--- src/rtl/rss_pkg.sv ---
package rss_pkg;
  typedef enum logic [1:0] {
    ACT_NONE  = 2'd0,
    ACT_SPILL = 2'd1,
    ACT_DROP  = 2'd2
  } vic_act_e;
endpackage

--- src/rtl/rss_victim_pick.sv ---
module rss_victim_pick #(
  parameter int WAYS  = 4,
  parameter int AGE_W = 2,
  localparam int WAY_W = (WAYS > 1) ? $clog2(WAYS) : 1
) (
  input  logic [WAYS-1:0]       valid,
  input  logic [WAYS-1:0]       replica,
  input  logic [WAYS*AGE_W-1:0] age,
  output logic [WAY_W-1:0]      way,
  output logic                  way_occupied
);
  logic             any_free;
  logic [WAY_W-1:0] free_way;
  logic             any_rep;
  logic [WAYS-1:0]  cand;
  logic [WAY_W-1:0] best_way;
  logic [AGE_W-1:0] best_age;
  logic             found;

  assign any_rep = |(valid & replica);
  assign cand    = any_rep ? (valid & replica) : valid;

  always_comb begin
    any_free = 1'b0;
    free_way = '0;
    for (int i = WAYS - 1; i >= 0; i--) begin
      if (!valid[i]) begin
        any_free = 1'b1;
        free_way = WAY_W'(i);
      end
    end
  end

  always_comb begin
    found    = 1'b0;
    best_way = '0;
    best_age = '0;
    for (int i = 0; i < WAYS; i++) begin
      if (cand[i] && (!found || age[i*AGE_W +: AGE_W] > best_age)) begin
        found    = 1'b1;
        best_way = WAY_W'(i);
        best_age = age[i*AGE_W +: AGE_W];
      end
    end
  end

  assign way          = any_free ? free_way : best_way;
  assign way_occupied = !any_free;
endmodule

--- src/rtl/rss_spill_decide.sv ---
module rss_spill_decide
  import rss_pkg::*;
#(
  parameter int N_CHANCE = 1,
  localparam int CNT_W = (N_CHANCE < 1) ? 1 : $clog2(N_CHANCE + 1)
) (
  input  logic             occupied,
  input  logic             is_replica,
  input  logic             has_hist,
  input  logic [CNT_W-1:0] cnt_in,
  output vic_act_e         act,
  output logic [CNT_W-1:0] cnt_out
);
  always_comb begin
    act     = ACT_NONE;
    cnt_out = '0;
    if (occupied) begin
      if (is_replica) begin
        act = ACT_DROP;
      end else if (!has_hist) begin
        act     = ACT_SPILL;
        cnt_out = CNT_W'(N_CHANCE);
      end else if (cnt_in != '0) begin
        act     = ACT_SPILL;
        cnt_out = cnt_in - CNT_W'(1);
      end else begin
        act = ACT_DROP;
      end
    end
  end
endmodule

--- src/rtl/repl_spill_ctrl.sv ---
module repl_spill_ctrl
  import rss_pkg::*;
#(
  parameter int WAYS     = 4,
  parameter int SET_W    = 6,
  parameter int AGE_W    = 2,
  parameter int N_CHANCE = 1,
  localparam int WAY_W = (WAYS > 1) ? $clog2(WAYS) : 1,
  localparam int CNT_W = (N_CHANCE < 1) ? 1 : $clog2(N_CHANCE + 1)
) (
  input  logic                   clk,
  input  logic                   rst,
  input  logic                   req_valid,
  input  logic [SET_W-1:0]       req_set,
  input  logic                   fill_from_spill,
  input  logic [WAYS-1:0]        way_valid,
  input  logic [WAYS*AGE_W-1:0]  way_age,
  input  logic [WAYS-1:0]        way_replica,
  input  logic [WAYS-1:0]        way_hist,
  input  logic [WAYS*CNT_W-1:0]  way_cnt,
  input  logic                   rsp_ack,
  output logic                   rsp_valid,
  output logic [SET_W-1:0]       rsp_set,
  output logic [WAY_W-1:0]       rsp_way,
  output logic                   rsp_evict,
  output logic                   rsp_spill,
  output logic                   rsp_drop,
  output logic [CNT_W-1:0]       rsp_spill_cnt,
  output logic                   rsp_fill_hist
);
  logic [WAY_W-1:0] vic_way;
  logic             vic_occ;
  vic_act_e         vic_act;
  logic [CNT_W-1:0] vic_new_cnt;
  logic             accept;

  rss_victim_pick #(.WAYS(WAYS), .AGE_W(AGE_W)) pick_i (
    .valid        (way_valid),
    .replica      (way_replica),
    .age          (way_age),
    .way          (vic_way),
    .way_occupied (vic_occ)
  );

  rss_spill_decide #(.N_CHANCE(N_CHANCE)) decide_i (
    .occupied   (vic_occ),
    .is_replica (way_replica[vic_way]),
    .has_hist   (way_hist[vic_way]),
    .cnt_in     (way_cnt[vic_way*CNT_W +: CNT_W]),
    .act        (vic_act),
    .cnt_out    (vic_new_cnt)
  );

  assign accept = req_valid && (!rsp_valid || rsp_ack);

  always_ff @(posedge clk) begin
    if (rst) begin
      rsp_valid     <= 1'b0;
      rsp_set       <= '0;
      rsp_way       <= '0;
      rsp_evict     <= 1'b0;
      rsp_spill     <= 1'b0;
      rsp_drop      <= 1'b0;
      rsp_spill_cnt <= '0;
      rsp_fill_hist <= 1'b0;
    end else if (accept) begin
      rsp_valid     <= 1'b1;
      rsp_set       <= req_set;
      rsp_way       <= vic_way;
      rsp_evict     <= vic_occ;
      rsp_spill     <= (vic_act == ACT_SPILL);
      rsp_drop      <= (vic_act == ACT_DROP);
      rsp_spill_cnt <= vic_new_cnt;
      rsp_fill_hist <= fill_from_spill;
    end else if (rsp_ack) begin
      rsp_valid <= 1'b0;
    end
  end


  accept_chk: assert property (@(posedge clk) disable iff (rst)
    req_valid && !rsp_valid |=> rsp_valid);


  hold_chk: assert property (@(posedge clk) disable iff (rst)
    rsp_valid && !rsp_ack |=> rsp_valid && $stable(rsp_way) && $stable(rsp_set)
      && $stable(rsp_spill) && $stable(rsp_drop));


  spill_drop_excl_chk: assert property (@(posedge clk) disable iff (rst)
    rsp_valid |-> !(rsp_spill && rsp_drop));


  evict_needed_chk: assert property (@(posedge clk) disable iff (rst)
    rsp_valid && (rsp_spill || rsp_drop) |-> rsp_evict);


  cnt_bound_chk: assert property (@(posedge clk) disable iff (rst)
    rsp_valid && rsp_spill |-> rsp_spill_cnt <= CNT_W'(N_CHANCE));


  ack_clear_chk: assert property (@(posedge clk) disable iff (rst)
    rsp_valid && rsp_ack && !req_valid |=> !rsp_valid);
endmodule

--- config.mk ---
export PLATFORM = sky130hd
export DESIGN_NAME = repl_spill_ctrl
export DESIGN_NICKNAME = d
export VERILOG_FILES = /design/src/rtl/rss_pkg.sv /design/src/rtl/rss_victim_pick.sv /design/src/rtl/rss_spill_decide.sv /design/src/rtl/repl_spill_ctrl.sv
export SDC_FILE = /design/constraint.sdc
export NUM_CORES = 1
export LEC_CHECK = 0
export CORE_ASPECT_RATIO = 1.1
export CORE_MARGIN = 1.5
export CORE_UTILIZATION = 45
export DETAILED_ROUTE_END_ITERATION = 7
export DONT_BUFFER_PORTS = 1
export PLACE_DENSITY = 0.7
export SYNTH_ARGS = -nofsm -noshare
export SYNTH_HDL_FRONTEND = slang
export SYNTH_SLANG_ARGS = --single-unit
--- constraint.sdc ---
create_clock -name clk -period 14.7 [get_ports clk]
set_clock_uncertainty 0.15 [all_clocks]
set_input_delay 2.94 -clock clk [delete_from_list [all_inputs] [get_ports clk]]
set_output_delay 2.94 -clock clk [all_outputs]
set_load 0.01 [all_outputs]
== Yosys cells after proc, flatten, opt, wreduce, memory -nomap -nowiden ==
Cells that the tools add are included.

* Register bits: 14
* Bits of input ports: 35
* Word-level logic and storage cells: 65

* Add/subtract/negate cells: 1
* $lt $le $gt $ge: 4
* Equality and inequality tests: 2
* Shifts and indexed selects: 1
* Muxes and demuxes: 33
* Bitwise gates (word level): 1
* Reductions and logical operators: 15

{| class="wikitable"
|+ Operators by type and width
! operator !! count
|-
| 2-bit two-way mux || 14
|-
| 1-bit two-way mux || 16
|-
| 2-bit > comparator || 3
|-
| 1-bit logical NOT || 5
|-
| 4-bit bitwise AND || 1
|-
| 1-bit binary-select mux with 2-bit select || 2
|-
| 1-bit logical AND || 4
|-
| 1-bit logical OR || 4
|-
| 4-bit two-way mux || 1
|-
| 4-bit OR reduction || 1
|-
| 4-bit by 3-bit indexed part select with 1-bit output || 1
|-
| 2-bit by 3-bit < comparator with 1-bit output (second input constant) || 1
|-
| 2-bit by 1-bit equality test with 1-bit output (second input constant) || 1
|-
| 2-bit equality test (second input constant) || 1
|-
| 2-bit nonzero test || 1
|-
| 1-bit subtractor (second input constant) || 1
|}

== Logic depth before layout (Yosys ltp) ==
* Word-level depth: 23
* Mapped depth: 24

== Cells and area by module ==
From an unflattened synthesis, not the netlist that was laid out.

* Cell total of the unflattened synthesis: 125
* Area, all modules: 1134.8 µm²

{| class="wikitable"
|+ By module, submodules not included
! module !! times used !! cells an instance !! area each (µm²) !! seq. area each (µm²)
|-
| repl_spill_ctrl || 1 || 65 || 691.9 || 280.3
|-
| rss_victim_pick || 1 || 55 || 407.9 || 0.0
|-
| rss_spill_decide || 1 || 5 || 35.0 || 0.0
|}

== Worst setup path before layout ==
Ideal clock, no wire load.

* Path type: input -> register
* Start: in way_valid[0]
* End: reg rsp_drop
* Arrival time: 7353 ps
* Data required time: 14430 ps
* Slack: 7078 ps
* Stages: 23
* Path buffers: 1
* Cells stage by stage: buf_6 a21boi_0 a22o_2 nand2_1 ha_1 nor2b_1 o21ai_0 a21oi_1 a22oi_1 ha_1 nor2b_1 o21ai_0 a21boi_0 nor2_1 mux2_2 ha_1 nor2b_1 o21ai_0 a21oi_4 o311a_4 a211oi_1 nor2_1 o31a_1

* Longest elaborated chain between the ends: 23
* Elaborated cells between the ends (all ways): 37
* Those cells by class: order compare: 3; eq/ne: 1; shift: 1; mux: 21; bitwise: 1; reduce/logical: 10

{| class="wikitable"
|+ RTL lines
! item !! RTL line !! source
|-
| from (decl) || repl_spill_ctrl.sv:16 || <nowiki>input logic [WAYS-1:0] way_valid,</nowiki>
|-
| 4-bit bitwise AND || rss_victim_pick.sv:20, rss_victim_pick.sv:21 ||
|-
| 4-bit OR reduction || rss_victim_pick.sv:20 || <nowiki>assign any_rep = |(valid & replica);</nowiki>
|-
| 4-bit two-way mux || rss_victim_pick.sv:21 || <nowiki>assign cand = any_rep ? (valid & replica) : valid;</nowiki>
|-
| 2-bit two-way mux / 1-bit two-way mux (equally long branches) || rss_victim_pick.sv:39 || <nowiki>if (cand[i] && (!found || age[i*AGE_W +: AGE_W] > best_age)) begin</nowiki>
|-
| 2-bit > comparator / 1-bit logical NOT (equally long branches) || rss_victim_pick.sv:39 ||
|-
| 1-bit logical OR || rss_victim_pick.sv:39 ||
|-
| 1-bit logical AND || rss_victim_pick.sv:39 ||
|-
| 2-bit two-way mux / 1-bit two-way mux (equally long branches) || rss_victim_pick.sv:39 ||
|-
| (+7 left out) || n/a ||
|-
| 2-bit two-way mux || rss_victim_pick.sv:39 ||
|-
| 2-bit two-way mux || rss_victim_pick.sv:47 || <nowiki>assign way = any_free ? free_way : best_way;</nowiki>
|-
| 4-bit by 3-bit indexed part select with 1-bit output / 1-bit binary-select mux with 2-bit select (equally long branches) || repl_spill_ctrl.sv:49, repl_spill_ctrl.sv:48 ||
|-
| 2-bit two-way mux / 1-bit two-way mux (equally long branches) || rss_spill_decide.sv:23, repl_spill_ctrl.sv:48 ||
|-
| 2-bit two-way mux || rss_spill_decide.sv:20 || <nowiki>end else if (!has_hist) begin</nowiki>
|-
| 2-bit two-way mux || rss_spill_decide.sv:18 || <nowiki>if (is_replica) begin</nowiki>
|-
| 2-bit two-way mux (*) || rss_spill_decide.sv:17 || <nowiki>if (occupied) begin</nowiki>
|-
| 2-bit equality test (*) || repl_spill_ctrl.sv:72 || <nowiki>rsp_drop <= (vic_act == ACT_DROP);</nowiki>
|-
| to (signal assigned) || repl_spill_ctrl.sv:72 ||
|-
| to (decl) || repl_spill_ctrl.sv:27 || <nowiki>output logic rsp_drop,</nowiki>
|}

Mark *: on every way between the ends. The rest lies on a longest branch, timed or not. The select of a mux whose other input is x is not followed.
A chain may end at the register's enable or synchronous reset.

== Worst setup path in the final report ==
* Start: in way_valid[2]
* End: reg rsp_spill

* Longest elaborated chain between the ends: 23
* Elaborated cells between the ends (all ways): 41
* Those cells by class: order compare: 3; eq/ne: 1; shift: 1; mux: 25; bitwise: 1; reduce/logical: 10

{| class="wikitable"
|+ RTL lines
! item !! RTL line !! source
|-
| 4-bit bitwise AND || rss_victim_pick.sv:20, rss_victim_pick.sv:21 ||
|-
| 4-bit OR reduction || rss_victim_pick.sv:20 ||
|-
| 4-bit two-way mux || rss_victim_pick.sv:21 ||
|-
| 2-bit two-way mux / 1-bit two-way mux (equally long branches) || rss_victim_pick.sv:39 ||
|-
| 2-bit > comparator / 1-bit logical NOT (equally long branches) || rss_victim_pick.sv:39 ||
|-
| 1-bit logical OR || rss_victim_pick.sv:39 ||
|-
| 1-bit logical AND || rss_victim_pick.sv:39 ||
|-
| 2-bit two-way mux / 1-bit two-way mux (equally long branches) || rss_victim_pick.sv:39 ||
|-
| (+7 left out) || n/a ||
|-
| 2-bit two-way mux || rss_victim_pick.sv:39 ||
|-
| 2-bit two-way mux || rss_victim_pick.sv:47 ||
|-
| 4-bit by 3-bit indexed part select with 1-bit output / 1-bit binary-select mux with 2-bit select (equally long branches) || repl_spill_ctrl.sv:49, repl_spill_ctrl.sv:48 ||
|-
| 2-bit two-way mux / 1-bit two-way mux (equally long branches) || rss_spill_decide.sv:23, repl_spill_ctrl.sv:48 ||
|-
| 2-bit two-way mux || rss_spill_decide.sv:20 ||
|-
| 2-bit two-way mux || rss_spill_decide.sv:18 ||
|-
| 2-bit two-way mux (*) || rss_spill_decide.sv:17 ||
|-
| 2-bit by 1-bit equality test with 1-bit output (*) || repl_spill_ctrl.sv:71 || <nowiki>rsp_spill <= (vic_act == ACT_SPILL);</nowiki>
|-
| to (signal assigned) || repl_spill_ctrl.sv:71 ||
|-
| to (decl) || repl_spill_ctrl.sv:26 || <nowiki>output logic rsp_spill,</nowiki>
|}

Marks and branches as above.

==> flow_summary.toml <==
[outcome]
outcome = "complete, no violations"

[timing]
worst_hold_slack_ns = 0.345
finalSetupViolCount = 0
finalCritPeriodShare_pct = 53.1
maxSlewHeadroom_pct = 65.3
finalHoldViolations = 0
max_slew.worst_pin.slew_ns = 0.519
fmax_mhz = 128
rsz0062_at_grt = "false"
slew_violations = 0
min_period_ns = 7.80
setup_tns_ns = 0

[placed_design]
dpl.hpwl_um = 1860
gp_congestion = 0.788
dpl_cell_area_mm2 = 0.00108
io_buffers = 0

[worst_setup_path]
crit_chain = "a22oi_1, a22o_2, nand2_1, ha_1, nor2b_1, o21ai_0, a21oi_1, a22oi_1, ha_1, nor2b_1, o21ai_0, a21boi_0, nor2_1, mux2_2, ha_1, nor2b_1, o21ai_0, a21oi_4, o311ai_2, o211ai_1, a211oi_2, o41ai_2"
crit_buf_inv = 0
arrival_ns = 7.81
end_kind = "register"
slowest_delay_ns = 0.48
crit_family = "compound AO/OA/AOI/OAI gates"
crit_slowest_cell = "o311ai_2"
crit_fanout = 10
path_class = "in2reg"
critPathLaunchType = "input pin"
cp.required_ns = 14.71

[worst_hold_path]
hold_class = "reg2reg"

[layout]
n_antenna_cell = 0
area_growth_syn_to_layout_pct = 4.07
multiInputGateArea_um2 = 739
seqCellArea_um2 = 280
drive_gt1_share_pct = 13.5
final_cell_area_mm2 = 0.00112
layout.nets = 175
fillers = 237

[route]
finalWirelength_um = 2290
dr.pass1.iters = 4
viasPerCell = 6.01
wl_met3_um = 147
top_layer = "met3"
wl_met2_um = 1220
drt_iter0_markers = 24
drt-met1-wl_um = 920
route.detailed.wl_per_inst_um = 14.0
vias = 979
final_antenna_net_count = 0
drc = 0

[floorplan]
rows = 18
ioPinCount = 49
die_w_um = 49.6
dieArea_mm2 = 0.00269
core_mm2 = 0.00225
dieHeight_um = 54.3
start_util_pct = 47.8

[global_routing]
grt_max_degree = 19
overflow = 0
grt_first_pass_wirelength_um = 3730
grt_antenna_before_repair = 0
grt_pass1_vias = 936
grt_use_total_pct = 17.2

[synthesis]
synth_seq_area_share_pct = 26.0
yosysWarnings = 0
avgSynthCellArea_um2 = 8.03
syn_area_mm2 = 0.00108
synthTopCellsByArea = "dfxtp_1 26%, nand2_1 8.7%, a21oi_1 7.0%"
synth_edf_count = 0
synth_top_area_share_pct = 26.0
yosys_most_used_dff = "dfxtp_1"
syn-num-nets = 175
synthCells = 134
synth_cell_types = 41
ys_async_sr_fraction_pct = 0
synth.largest_area_cell = "dfxtp_1"
ys_ff_latch = 14

[clock_tree]
cts-root-buf = "clkbuf_4"
clk_pin_slew_worst_paths_ns = 0.08
cts_tree = "built"
htreeDepth = 1
worstSkewPairLatency_ns = 0.27
cts_buffers = 3
hold_buffers = 0
cts_max_path_buffers = 2
cts_resized = 0
clock_sinks = 14
cts_setup_buffers = 0

[power]
p_total_mw = 0.0927
vdd_drop_max_v = 0.0000542
power.density_mw_per_mm2 = 82.8
leakagePower_nw = 0.451

[flow_run]
maxCapViolCount = 0
[placed cells by master (no fill, tap or decap)]
cell type	netlist	layout
o31a_1	1	1
o21a_1	2	2
nor2_1	7	7
a22oi_1	2	2
o21ai_1	2	2
nor3_1	1	1
o311a_4	1	1
o21ai_2	1	1
or3_1	1	1
and2_2	1	1
ha_1	6	6
o21a_2	1	1
a211oi_1	2	2
nand2b_1	1	1
clkbuf_8	0	1
o41ai_2	1	1
a21boi_1	1	1
o21bai_2	1	1
o311ai_2	1	1
nand3b_1	1	1
clkbuf_4	1	3
or2b_1	1	1
mux2_2	1	1
a22o_2	1	1
and2_1	3	3
o211ai_1	4	4
o221ai_1	1	1
inv_1	7	7
nand2_1	25	25
a21oi_4	1	1
nand3_2	1	1
o211a_1	4	4
nor2b_1	3	3
dfxtp_1	14	14
a22o_1	1	1
a21boi_0	2	2
o21ai_0	6	6
a211oi_2	3	3
a21oi_1	15	15
a222oi_1	2	2
[stage by stage]
stage	setup WS, ns	instances	utilization (%)
finish	6.90	163	49.7
global route	6.43	163	49.7
CTS	6.90	163	49.7
detailed placement	6.63	159	48.1
global placement	6.77	159	48.1
floorplan	7.08	134	-
[final timing paths]
path	end	cells after the start	slack, ns	start
worst max-delay path	rsp_spill$_SDFFE_PP0P_	22	6.90	way_valid[2]
worst min-delay path	rsp_spill_cnt$_SDFFE_PP0P_	2	0.34	rsp_spill_cnt$_SDFFE_PP0P_
worst max register to register	rsp_spill$_SDFFE_PP0P_	4	12.81	rsp_valid$_SDFFE_PP0P_
worst min register to register	rsp_spill_cnt$_SDFFE_PP0P_	2	0.34	rsp_spill_cnt$_SDFFE_PP0P_
[cells by family after synthesis]
logic type | Yosys count | share of synthesized area, %
flip-flops | 14 | 26.0
AND/OR/NAND/NOR | 45 | 19.3
AO/OA/AOI/OAI | 56 | 41.4
adder cells (fa/ha/maj) | 6 | 6.98
buffers and inverters | 12 | 5.23
multiplexers | 1 | 1.05
[report_power, final]
group	total, mW	internal (mW)	switching, mW
clock network	0.0263	0.0150	0.0112
registers	0.0414	0.0396	0.00188
logic	0.0250	0.0106	0.0143
total	0.0927	0.0652	0.0275
[layer usage]
metal | global-route usage, % | vias to the layer above
li1 | - | 489
met1 | 19.3 | 452
met2 | 34.2 | 38
met3 | 3.01 | 0
met4 | 3.70 | 0
met5 | 0 | -
[flip-flops by register name, indices dropped and copies added, names as in the netlist]
register       cells
rsp_drop           1
rsp_evict          1
rsp_fill_hist      1
rsp_set            6
rsp_spill          1
rsp_spill_cnt      1
rsp_valid          1
rsp_way            2
[Yosys cell counts, drive strengths merged, types with 4 or more instances]
cell    count
nand2      25
o211a       4
ha          6
a21oi      16
a211oi      5
o21ai       9
inv         7
and2        4
o211ai      4
dfxtp      14
nor2        7
clkbuf      4
[final cells by class]
class / count / share of cell area [%]
Tap cell: 30 / 3.35
Sequential cell: 14 / 25.0
Clock buffer: 4 / 3.24
Inverter: 7 / 2.35
Multi-Input combinational cell: 108 / 66.0
[worst reg2reg max path, delay by kind of cell, from the launching register on]
kind,cells,cell delay [ns]
DFF,1,0.35
AOI/OAI and AO/OA,1,0.33
and+or+nand+nor,3,0.97
Note: power is estimated with default switching activity, not from simulation.
